## src/rtl/pll_core_pkg.sv

```systemverilog
package pll_core_pkg;

    localparam int N_W          = 15;
    localparam int N_MIN        = 64;
    localparam int REF_LOG2_MAX = 5;
    localparam int REF_CW       = REF_LOG2_MAX + 1;
    localparam int LOCK_CYC     = 16;
    localparam int TH_W         = 8;

    typedef enum logic [2:0] {
        TM_SINK   = 3'b001,
        TM_NORMAL = 3'b100,
        TM_OFF    = 3'b110,
        TM_SOURCE = 3'b111
    } tmode_e;

    typedef struct packed {
        logic       ok;
        logic [2:0] lg;
    } ref_sel_t;

    typedef struct packed {
        logic up;
        logic dn;
        logic rel;
    } cp_drive_t;

    function automatic ref_sel_t ref_decode(input logic [2:0] code);
        ref_sel_t s;
        s.ok = 1'b1;
        case (code)
            3'b000:  s.lg = 3'd1;
            3'b001:  s.lg = 3'd2;
            3'b010:  s.lg = 3'd3;
            3'b011:  s.lg = 3'd4;
            3'b111:  s.lg = 3'd5;
            default: begin s.ok = 1'b0; s.lg = 3'd0; end
        endcase
        return s;
    endfunction

    function automatic cp_drive_t mode_drive(input logic [2:0] m,
                                             input logic pu,
                                             input logic pd);
        cp_drive_t d;
        d = '0;
        case (m)
            TM_SINK:   begin d.dn = 1'b1; d.rel = 1'b1; end
            TM_NORMAL: begin d.up = pu;   d.dn = pd;    end
            TM_SOURCE: d.up = 1'b1;
            default:   d = '0;
        endcase
        return d;
    endfunction

endpackage

```

## src/rtl/pll_main_div.sv

```systemverilog
module pll_main_div
    import pll_core_pkg::*;
#(
    parameter int NW   = N_W,
    parameter int NMIN = N_MIN
) (
    input  logic          clk,
    input  logic          rst,
    input  logic          tick,
    input  logic [NW-1:0] n_in,
    output logic          f_div
);
    logic [NW-1:0] cnt;
    logic [NW-1:0] n_eff;

    always_comb n_eff = (n_in < NW'(NMIN)) ? NW'(NMIN) : n_in;

    // the ratio is sampled only at terminal count, so no runt interval
    always_ff @(posedge clk) begin
        if (rst) begin
            cnt   <= '0;
            f_div <= 1'b0;
        end else begin
            f_div <= 1'b0;
            if (tick) begin
                if (cnt < NW'(2)) begin
                    cnt   <= n_eff;
                    f_div <= 1'b1;
                end else begin
                    cnt <= cnt - NW'(1);
                end
            end
        end
    end

    AST_DIV_SINGLE: assert property (@(posedge clk) disable iff (rst)
        f_div |=> !f_div);
    AST_DIV_RELOAD_FLOOR: assert property (@(posedge clk) disable iff (rst)
        $rose(f_div) |-> (cnt >= NW'(NMIN)));
endmodule

```

## src/rtl/pll_ref_div.sv

```systemverilog
module pll_ref_div
    import pll_core_pkg::*;
#(
    parameter int CW = REF_CW
) (
    input  logic       clk,
    input  logic       rst,
    input  logic       tick,
    input  logic [2:0] code,
    output logic       f_comp,
    output logic       bad
);
    ref_sel_t      sel;
    logic [2:0]    lg_q;
    logic [CW-1:0] cnt;

    always_comb sel = ref_decode(code);

    always_ff @(posedge clk) begin
        if (rst) begin
            lg_q   <= 3'd1;
            bad    <= 1'b0;
            cnt    <= '0;
            f_comp <= 1'b0;
        end else begin
            if (sel.ok) lg_q <= sel.lg;
            else        bad  <= 1'b1;
            f_comp <= 1'b0;
            if (tick) begin
                if (cnt < CW'(2)) begin
                    cnt    <= CW'(1) << lg_q;
                    f_comp <= 1'b1;
                end else begin
                    cnt <= cnt - CW'(1);
                end
            end
        end
    end

    AST_BAD_STICKY: assert property (@(posedge clk) disable iff (rst)
        bad |=> bad);
    AST_RATIO_HELD: assert property (@(posedge clk) disable iff (rst)
        !sel.ok |=> $stable(lg_q));
    AST_COMP_SINGLE: assert property (@(posedge clk) disable iff (rst)
        f_comp |=> !f_comp);
endmodule

```

## src/rtl/pll_pfd.sv

```systemverilog
module pll_pfd (
    input  logic clk,
    input  logic rst,
    input  logic ref_p,
    input  logic div_p,
    output logic up_q,
    output logic dn_q
);
    logic up_n, dn_n;

    always_comb begin
        up_n = up_q | ref_p;
        dn_n = dn_q | div_p;
        if (up_n && dn_n) begin
            up_n = 1'b0;
            dn_n = 1'b0;
        end
    end

    always_ff @(posedge clk) begin
        if (rst) begin
            up_q <= 1'b0;
            dn_q <= 1'b0;
        end else begin
            up_q <= up_n;
            dn_q <= dn_n;
        end
    end

    AST_PFD_CLEAR: assert property (@(posedge clk) disable iff (rst)
        (up_q && div_p) |=> (!up_q && !dn_q));
    AST_PFD_SET_UP: assert property (@(posedge clk) disable iff (rst)
        (ref_p && !div_p && !dn_q) |=> up_q);
endmodule

```

## src/rtl/pll_lock_det.sv

```systemverilog
module pll_lock_det
    import pll_core_pkg::*;
#(
    parameter int TW    = TH_W,
    parameter int NGOOD = LOCK_CYC
) (
    input  logic          clk,
    input  logic          rst,
    input  logic          up,
    input  logic          dn,
    input  logic          comp,
    input  logic          normal,
    input  logic [TW-1:0] thresh,
    output logic          lock_raw
);
    localparam int GCW = $clog2(NGOOD + 1);

    logic [TW-1:0]  wcnt;
    logic [TW:0]    wnext;
    logic [GCW-1:0] good;
    logic           active, viol;

    always_comb begin
        active = up | dn;
        wnext  = (TW+1)'(wcnt) + (TW+1)'(1);
        viol   = active && (wnext >= (TW+1)'(thresh));
    end

    always_ff @(posedge clk) begin
        if (rst) begin
            wcnt <= '0;
            good <= '0;
        end else begin
            if (!active)          wcnt <= '0;
            else if (wcnt != '1)  wcnt <= wcnt + TW'(1);
            if (!normal || viol)
                good <= '0;
            else if (comp && good != GCW'(NGOOD))
                good <= good + GCW'(1);
        end
    end

    always_comb lock_raw = (good == GCW'(NGOOD));

    AST_LOCK_VIOL: assert property (@(posedge clk) disable iff (rst)
        viol |=> !lock_raw);
    AST_LOCK_STEP: assert property (@(posedge clk) disable iff (rst)
        $rose(lock_raw) |-> $past(comp));
    AST_LOCK_NORMAL_ONLY: assert property (@(posedge clk) disable iff (rst)
        !normal |=> !lock_raw);
endmodule

```

## src/rtl/pll_synth_core.sv

```systemverilog
module pll_synth_core
    import pll_core_pkg::*;
#(
    parameter int NW = N_W,
    parameter int TW = TH_W
) (
    input  logic          clk,
    input  logic          rst,
    input  logic          osc_tick,
    input  logic          xtal_tick,
    input  logic [NW-1:0] n_val,
    input  logic [2:0]    ref_code,
    input  logic [2:0]    t_mode,
    input  logic [1:0]    c_sel,
    input  logic [TW-1:0] lock_thresh,
    output logic          f_div,
    output logic          f_comp,
    output logic          cp_up,
    output logic          cp_dn,
    output logic [1:0]    cp_cur,
    output logic          vt_release,
    output logic          lock,
    output logic          ref_bad
);
    logic      pfd_up, pfd_dn, lock_raw, normal;
    cp_drive_t drv;

    pll_main_div #(.NW(NW), .NMIN(N_MIN)) u_main (
        .clk(clk), .rst(rst), .tick(osc_tick), .n_in(n_val), .f_div(f_div)
    );

    pll_ref_div #(.CW(REF_CW)) u_ref (
        .clk(clk), .rst(rst), .tick(xtal_tick), .code(ref_code),
        .f_comp(f_comp), .bad(ref_bad)
    );

    pll_pfd u_pfd (
        .clk(clk), .rst(rst), .ref_p(f_comp), .div_p(f_div),
        .up_q(pfd_up), .dn_q(pfd_dn)
    );

    always_comb normal = (t_mode == TM_NORMAL);

    pll_lock_det #(.TW(TW), .NGOOD(LOCK_CYC)) u_lock (
        .clk(clk), .rst(rst), .up(pfd_up), .dn(pfd_dn), .comp(f_comp),
        .normal(normal), .thresh(lock_thresh), .lock_raw(lock_raw)
    );

    always_comb begin
        drv        = mode_drive(t_mode, pfd_up, pfd_dn);
        cp_up      = drv.up;
        cp_dn      = drv.dn;
        vt_release = drv.rel;
        cp_cur     = c_sel;
        lock       = lock_raw & normal;
    end

    AST_CP_EXCL: assert property (@(posedge clk) disable iff (rst)
        !(cp_up && cp_dn));
    AST_LOCK_MODE: assert property (@(posedge clk) disable iff (rst)
        lock |-> (t_mode == 3'b100));
    AST_RELEASE_SINK: assert property (@(posedge clk) disable iff (rst)
        vt_release |-> (t_mode == 3'b001 && cp_dn));
endmodule

```

## config.mk

```make
export PLATFORM = sky130hd
export DESIGN_NAME = pll_synth_core
export DESIGN_NICKNAME = d
export VERILOG_FILES = /design/src/rtl/pll_core_pkg.sv /design/src/rtl/pll_main_div.sv /design/src/rtl/pll_ref_div.sv /design/src/rtl/pll_pfd.sv /design/src/rtl/pll_lock_det.sv /design/src/rtl/pll_synth_core.sv
export SDC_FILE = /design/constraint.sdc
export NUM_CORES = 1
export LEC_CHECK = 0
export BUFFER_PORTS_ARGS = -buffer_cell sky130_fd_sc_hd__buf_2
export CAP_MARGIN = 20
export CORE_MARGIN = 3
export CORE_UTILIZATION = 35
export DETAILED_ROUTE_END_ITERATION = 6
export HOLD_SLACK_MARGIN = 0.02
export SYNTH_ARGS = -nofsm -noshare
export SYNTH_HDL_FRONTEND = slang
export SYNTH_SLANG_ARGS = --single-unit
```

## constraint.sdc

```tcl
create_clock -name clk -period 2.2 [get_ports clk]
set_clock_uncertainty 0.1 [all_clocks]
set_input_delay 0.22 -clock clk [delete_from_list [all_inputs] [get_ports clk]]
set_output_delay 0.22 -clock clk [all_outputs]
set_load 0.02 [all_outputs]
```

### Word-level counts from Yosys, hierarchy flattened

Index checks and enable logic that the tools add are counted.

* div/mod/pow operators: 0
* reductions and logical operators: 12
* muxes and demuxes: 10
* multiply operators: 0
* eq/ne operators: 10
* shifts and indexed selects: 1
* magnitude comparators: 4
* bitwise logic cells: 7
* add/sub/neg operators: 5

Operators with widths (number)
* $mux W15: 2
* $lt A15 B2 Y1 const B: 1
* $lt A15 B7 Y1 const B: 1
* $pmux W3 S5: 1
* $sub A15 B1 Y15 const B: 1
* $reduce_or A2 Y1: 5
* $add A8 B1 Y9 const B: 1
* $eq A3 B3 Y1 const B: 3
* $ge A9 B8 Y1: 1
* $add A8 B1 Y8 const B: 1
* $ne A8 B8 Y1 const B: 1
* $eq A3 B1 Y1 const B: 2
* $eq A3 B2 Y1 const B: 2
* $lt A6 B2 Y1 const B: 1
* $mux W6: 1
* $shl A1 B3 Y6 const A: 1
* $sub A6 B1 Y6 const B: 1
* $add A5 B1 Y5 const B: 1
* $eq A5 B5 Y1 const B: 1
* $ne A5 B5 Y1 const B: 1
* $reduce_or A5 Y1: 1
* $mux W1: 4
* $pmux W1 S2: 2
* $logic_and A1 B1 Y1: 3
* 6 further kinds: 10

* logic and storage cells: 59
* memory bits (writable): 0
* output and inout bits: 9
* memory bits (read-only): 0
* memories kept: 0
* bits in registers: 42
* bits in latches: 0
* bits of input ports: 35

### Longest topological paths before layout

* word-level depth: 5
* depth in mapped cells: 9

### By module

From an unflattened synthesis, not the netlist that was laid out.

* cell total of the unflattened synthesis: 304
* area, all modules: 2558.7 µm²

Modules (own cells, without submodules)
* pll_main_div: cells each 126, area each 998.5 µm², seq. area each 320.3 µm², instances 1
* pll_lock_det: cells each 98, area each 869.6 µm², seq. area each 260.2 µm², instances 1
* pll_ref_div: cells each 64, area each 551.8 µm², seq. area each 220.2 µm², instances 1
* pll_synth_core: cells each 10, area each 78.8 µm², seq. area each 0.0 µm², instances 1
* pll_pfd: cells each 6, area each 60.1 µm², seq. area each 40.0 µm², instances 1

### Least setup slack after synthesis

OpenSTA, ideal clock, no wires.

* path kind: register to register
* start point: register u_lock.wcnt[0]
* end point: register u_lock.good[1]
* stages on the path, launching flop included: 10
* arrival: 1.875 ns
* library setup time: 0.095 ns
* path buffers: 0
* required time: 2.005 ns
* slack: 0.130 ns
* cell sequence: dfxtp_1 -> ha_1 -> nand3_1 -> xor2_1 -> inv_1 -> ha_1 -> a21oi_1 -> o21a_1 -> o21ai_0 -> a221oi_1

* longest elaborated chain between the ends: 5

RTL lines
* start, declared: RTL line pll_lock_det.sv:18 `logic [TW-1:0] wcnt;`
* start signal, assigned: RTL line pll_lock_det.sv:35 `else if (wcnt != '1) wcnt <= wcnt + TW'(1);`
* $add A8 B1 Y9: RTL line pll_lock_det.sv:25 `wnext = (TW+1)'(wcnt) + (TW+1)'(1);`
* net u_lock.wnext[4]: RTL line pll_lock_det.sv:19 `logic [TW:0] wnext;`
* $ge A9 B8 Y1: RTL line pll_lock_det.sv:26 `viol = active && (wnext >= (TW+1)'(thresh));`
* $logic_and A1 B1 Y1: RTL line pll_lock_det.sv:26
* $logic_or A1 B1 Y1: RTL line pll_lock_det.sv:36 `if (!normal || viol)`
* $reduce_or A2 Y1 (no line)
* end signal, assigned: RTL line pll_lock_det.sv:39 `good <= good + GCW'(1);`
* end, declared: RTL line pll_lock_det.sv:20 `logic [GCW-1:0] good;`

The timed path passes the listed nets, and every way through them passes these cells.
A chain may end at the register's enable or synchronous reset.

### Final worst setup path

Same ends and word-level chain as after synthesis.

==> flow_summary.ini <==
[grt]
grt_max_degree = 29
grt_usage_pct = 15.1
overflow = 0
grt_first_pass_wirelength_um = 10400
antenna_found_initial = 0
grt_pass1_vias = 2194

[floorplan]
dieHeight_um = 91
die_area_sq_um = 8280
fp-row-count = 30
ios = 44
die_x_um = 91
start_util_pct = 36.6
coreArea_sq_um = 6910

[sta]
rsz0062_at_grt = false
worst_slew_pin_slew_ps = 540
fin_tns_setup_ps = 0
hold_violations = 0
layout_min_cycle_time_ps = 2050
fmax_mhz = 488
finalCritPeriodShare_pct = 93.2
timing.final.ws_setup_ps = 149
finalMaxSlewViolations = 0
finalSetupViolCount = 0
relSlewSlack_pct = 63.8

[placement]
gp_congestion = 0.884
dp_slack_ps = -37.2
dp_hpwl_um = 4680
dpl-instance-area_sq_um = 2830
io_buffers = 39

[final_layout]
regArea_sq_um = 845
antenna_cells = 0
multiInputGateArea_sq_um = 1580
final_area_sq_um = 2960
drive_gt1_share_pct = 21.9
layout.nets = 390
layout_common_cells = 39 x buf_2, 39 x dfxtp_1, 25 x nor2_1
fillers = 737
flow.area_growth_from_synthesis_pct = 17.0

[setup_path]
critPathLaunchType = flip-flop
r2r-start = u_lock.wcnt[0]
critical_path_class = flip-flop to flip-flop
crit_path_end_kind = flip-flop
cp.arrival_ps = 2170
crit_slowest_cell = dfxtp_1
path_cells = ha_2 -> xnor2_1 -> inv_1 -> ha_1 -> a21o_1 -> a31oi_1 -> o21ai_2 -> a221oi_1
cp.required_ps = 2320
cp-startpoint = u_lock.wcnt[0]
cpPeakStageDelay_ps = 330
worstPathMaxFanout = 5

[routing]
wl_per_cell_um = 14.1
drtIter0Drc = 233
dr.pass1.iters = 4
routed-wl-met3_um = 345
highest_layer = met4
drc = 0
avgViaCountPerCell = 5.37
route.met2.wl_um = 2790
drt-met1-wl_um = 2960
antenna_left = 0
wl_um = 6180
dr_total_vias = 2356

[clock_tree]
cts_buffers = 5
clock-sinks = 42
path_clk_slew_ps = 90
cts_tree = done
cts_max_path_buffers = 2
insertion_delay_ps = 300
cts_post_setup_buffers_inserted = 0
cts_hold_buf = 0
cts-root-buf = clkbuf_8
htreeDepth = 2

[synthesis]
synth_top_area_share_pct = 33.3
syn-cell-area_sq_um = 2530
ys_warn_count = 0
syn_avg_cell_area_sq_um = 8.43
ys_seq_area_share_pct = 33.3
syn_nets = 348
ys.flop_type = dfxtp_1
async_reset_ff_share_pct = 0
ys_ff_latch = 42
yosysTopAreaCell = dfxtp_1
yosysUniqueCellTypes = 59
syn_inst = 300
synth_edf_count = 0
synthTopCellsByArea = dfxtp_1 33%, ha_1 6.4%, a21oi_1 3.8%

[pwr]
ir_drop_uv = 368
power.leakage_nw = 1.24
finalPower_mw = 2.62
power_frac_comb_pct = 41.1
switching_share_pct = 40.7
p_seq_share_pct = 39.0
intPower_mw = 1.55
p_switching_mw = 1.07
clock_power_share_pct = 19.9
power_density_nw_per_um2 = 886

[status]
status = complete, no violations

[min_path]
hold_path_class = input pin to flip-flop
hold_start = n_val[10]

[flow_run]
maxCapViolations = 0
-- final timing paths --
kind | endpoint | slack (ps) | cells past startpoint
setup / recovery | u_lock.good[1] | 150 | 8
hold / removal | u_main.cnt[10] | 70 | 2
setup reg to reg | u_lock.good[1] | 150 | 8
hold reg to reg | u_main.cnt[13] | 380 | 2
-- layout make-up --
| class | count | share of cell area, % |
|---|---|---|
| tap | 96 | 4.06 |
| multi-input combinational | 227 | 53.5 |
| inverter | 21 | 2.66 |
| timing repair buffer | 45 | 8.12 |
| clock buffer | 5 | 2.33 |
| clock inverter | 3 | 0.804 |
| sequential | 42 | 28.6 |
-- worst max-delay path, delay by kind of cell, from the launching register on --
kind	cells	cell delay (ps)
xor+xnor	1	200
flops	1	330
compound gates	4	770
fa+ha+maj	2	500
buf+inv	1	70
-- sequential cells by signal, indices dropped and copies added, names as in the netlist --
register and count:
u_ref.f_comp 1, u_lock.wcnt 8, u_pfd.dn_q 1, u_ref.cnt 6
u_ref.bad 1, u_main.f_div 1, u_main.cnt 15, u_pfd.up_q 1
u_lock.good 5, u_ref.lg_q 3
-- repair_timing --
action | CTS | global route
endpoints found under the setup margin | 5 | 5
gates resized for setup | 1 | 10
pin swaps | 0 | 0
gates cloned | 0 | 0
-- stage by stage --
stage	std cells	hold WS, ps	util, %
2_1_floorplan	300	237	-
3_5_place_dp	431	340	41.0
4_1_cts	439	65.2	42.4
5_1_grt	439	68.0	42.8
3_3_place_gp	431	340	41.0
6_report	439	70.5	42.8
-- kinds of logic (layout without fill, tap and decap cells) --
| group | Yosys count | in the layout | synth area share [%] |
|---|---|---|---|
| simple gates | 128 | 128 | 29.4 |
| flops | 42 | 42 | 33.3 |
| compound gates | 68 | 68 | 18.9 |
| xor+xnor | 11 | 11 | 3.81 |
| buf+inv | 31 | 74 | 5.34 |
| fa+ha+maj | 13 | 13 | 6.43 |
| mux | 7 | 7 | 2.87 |
-- Yosys cell counts, drive strengths merged (3+ instances only) --
library cell,instances
dfxtp,42
nor2,25
nand2,22
inv,21
a21oi,19
ha,13
nand3,13
nor3,12
nand4,11
a211oi,8
nor4,8
o21ai,8
and3,6
buf,6
or3,6
xor2,6
a31oi,5
mux2i,5
nor3b,5
nor4b,5
xnor2,5
clkbuf,4
a211o,3
a221oi,3
and4,3
-- layer usage --
layer  vias up  track usage, %
met5         -               0
met4         0            4.40
met3         6            3.23
met2        65            23.6
met1      1081            20.9
li1       1204               -
-- power by group through the flow --
stage	sequential (mW)	clock [mW]	combinational, mW
after detailed placement	1.03	0	1.06
after global placement	1.03	0	1.06
after global routing	1.04	0.577	1.20
final	1.02	0.522	1.08
after CTS	1.02	0.539	1.06
after floorplan	1.00	0	0.806
Note: power is estimated with default switching activity, not from simulation.
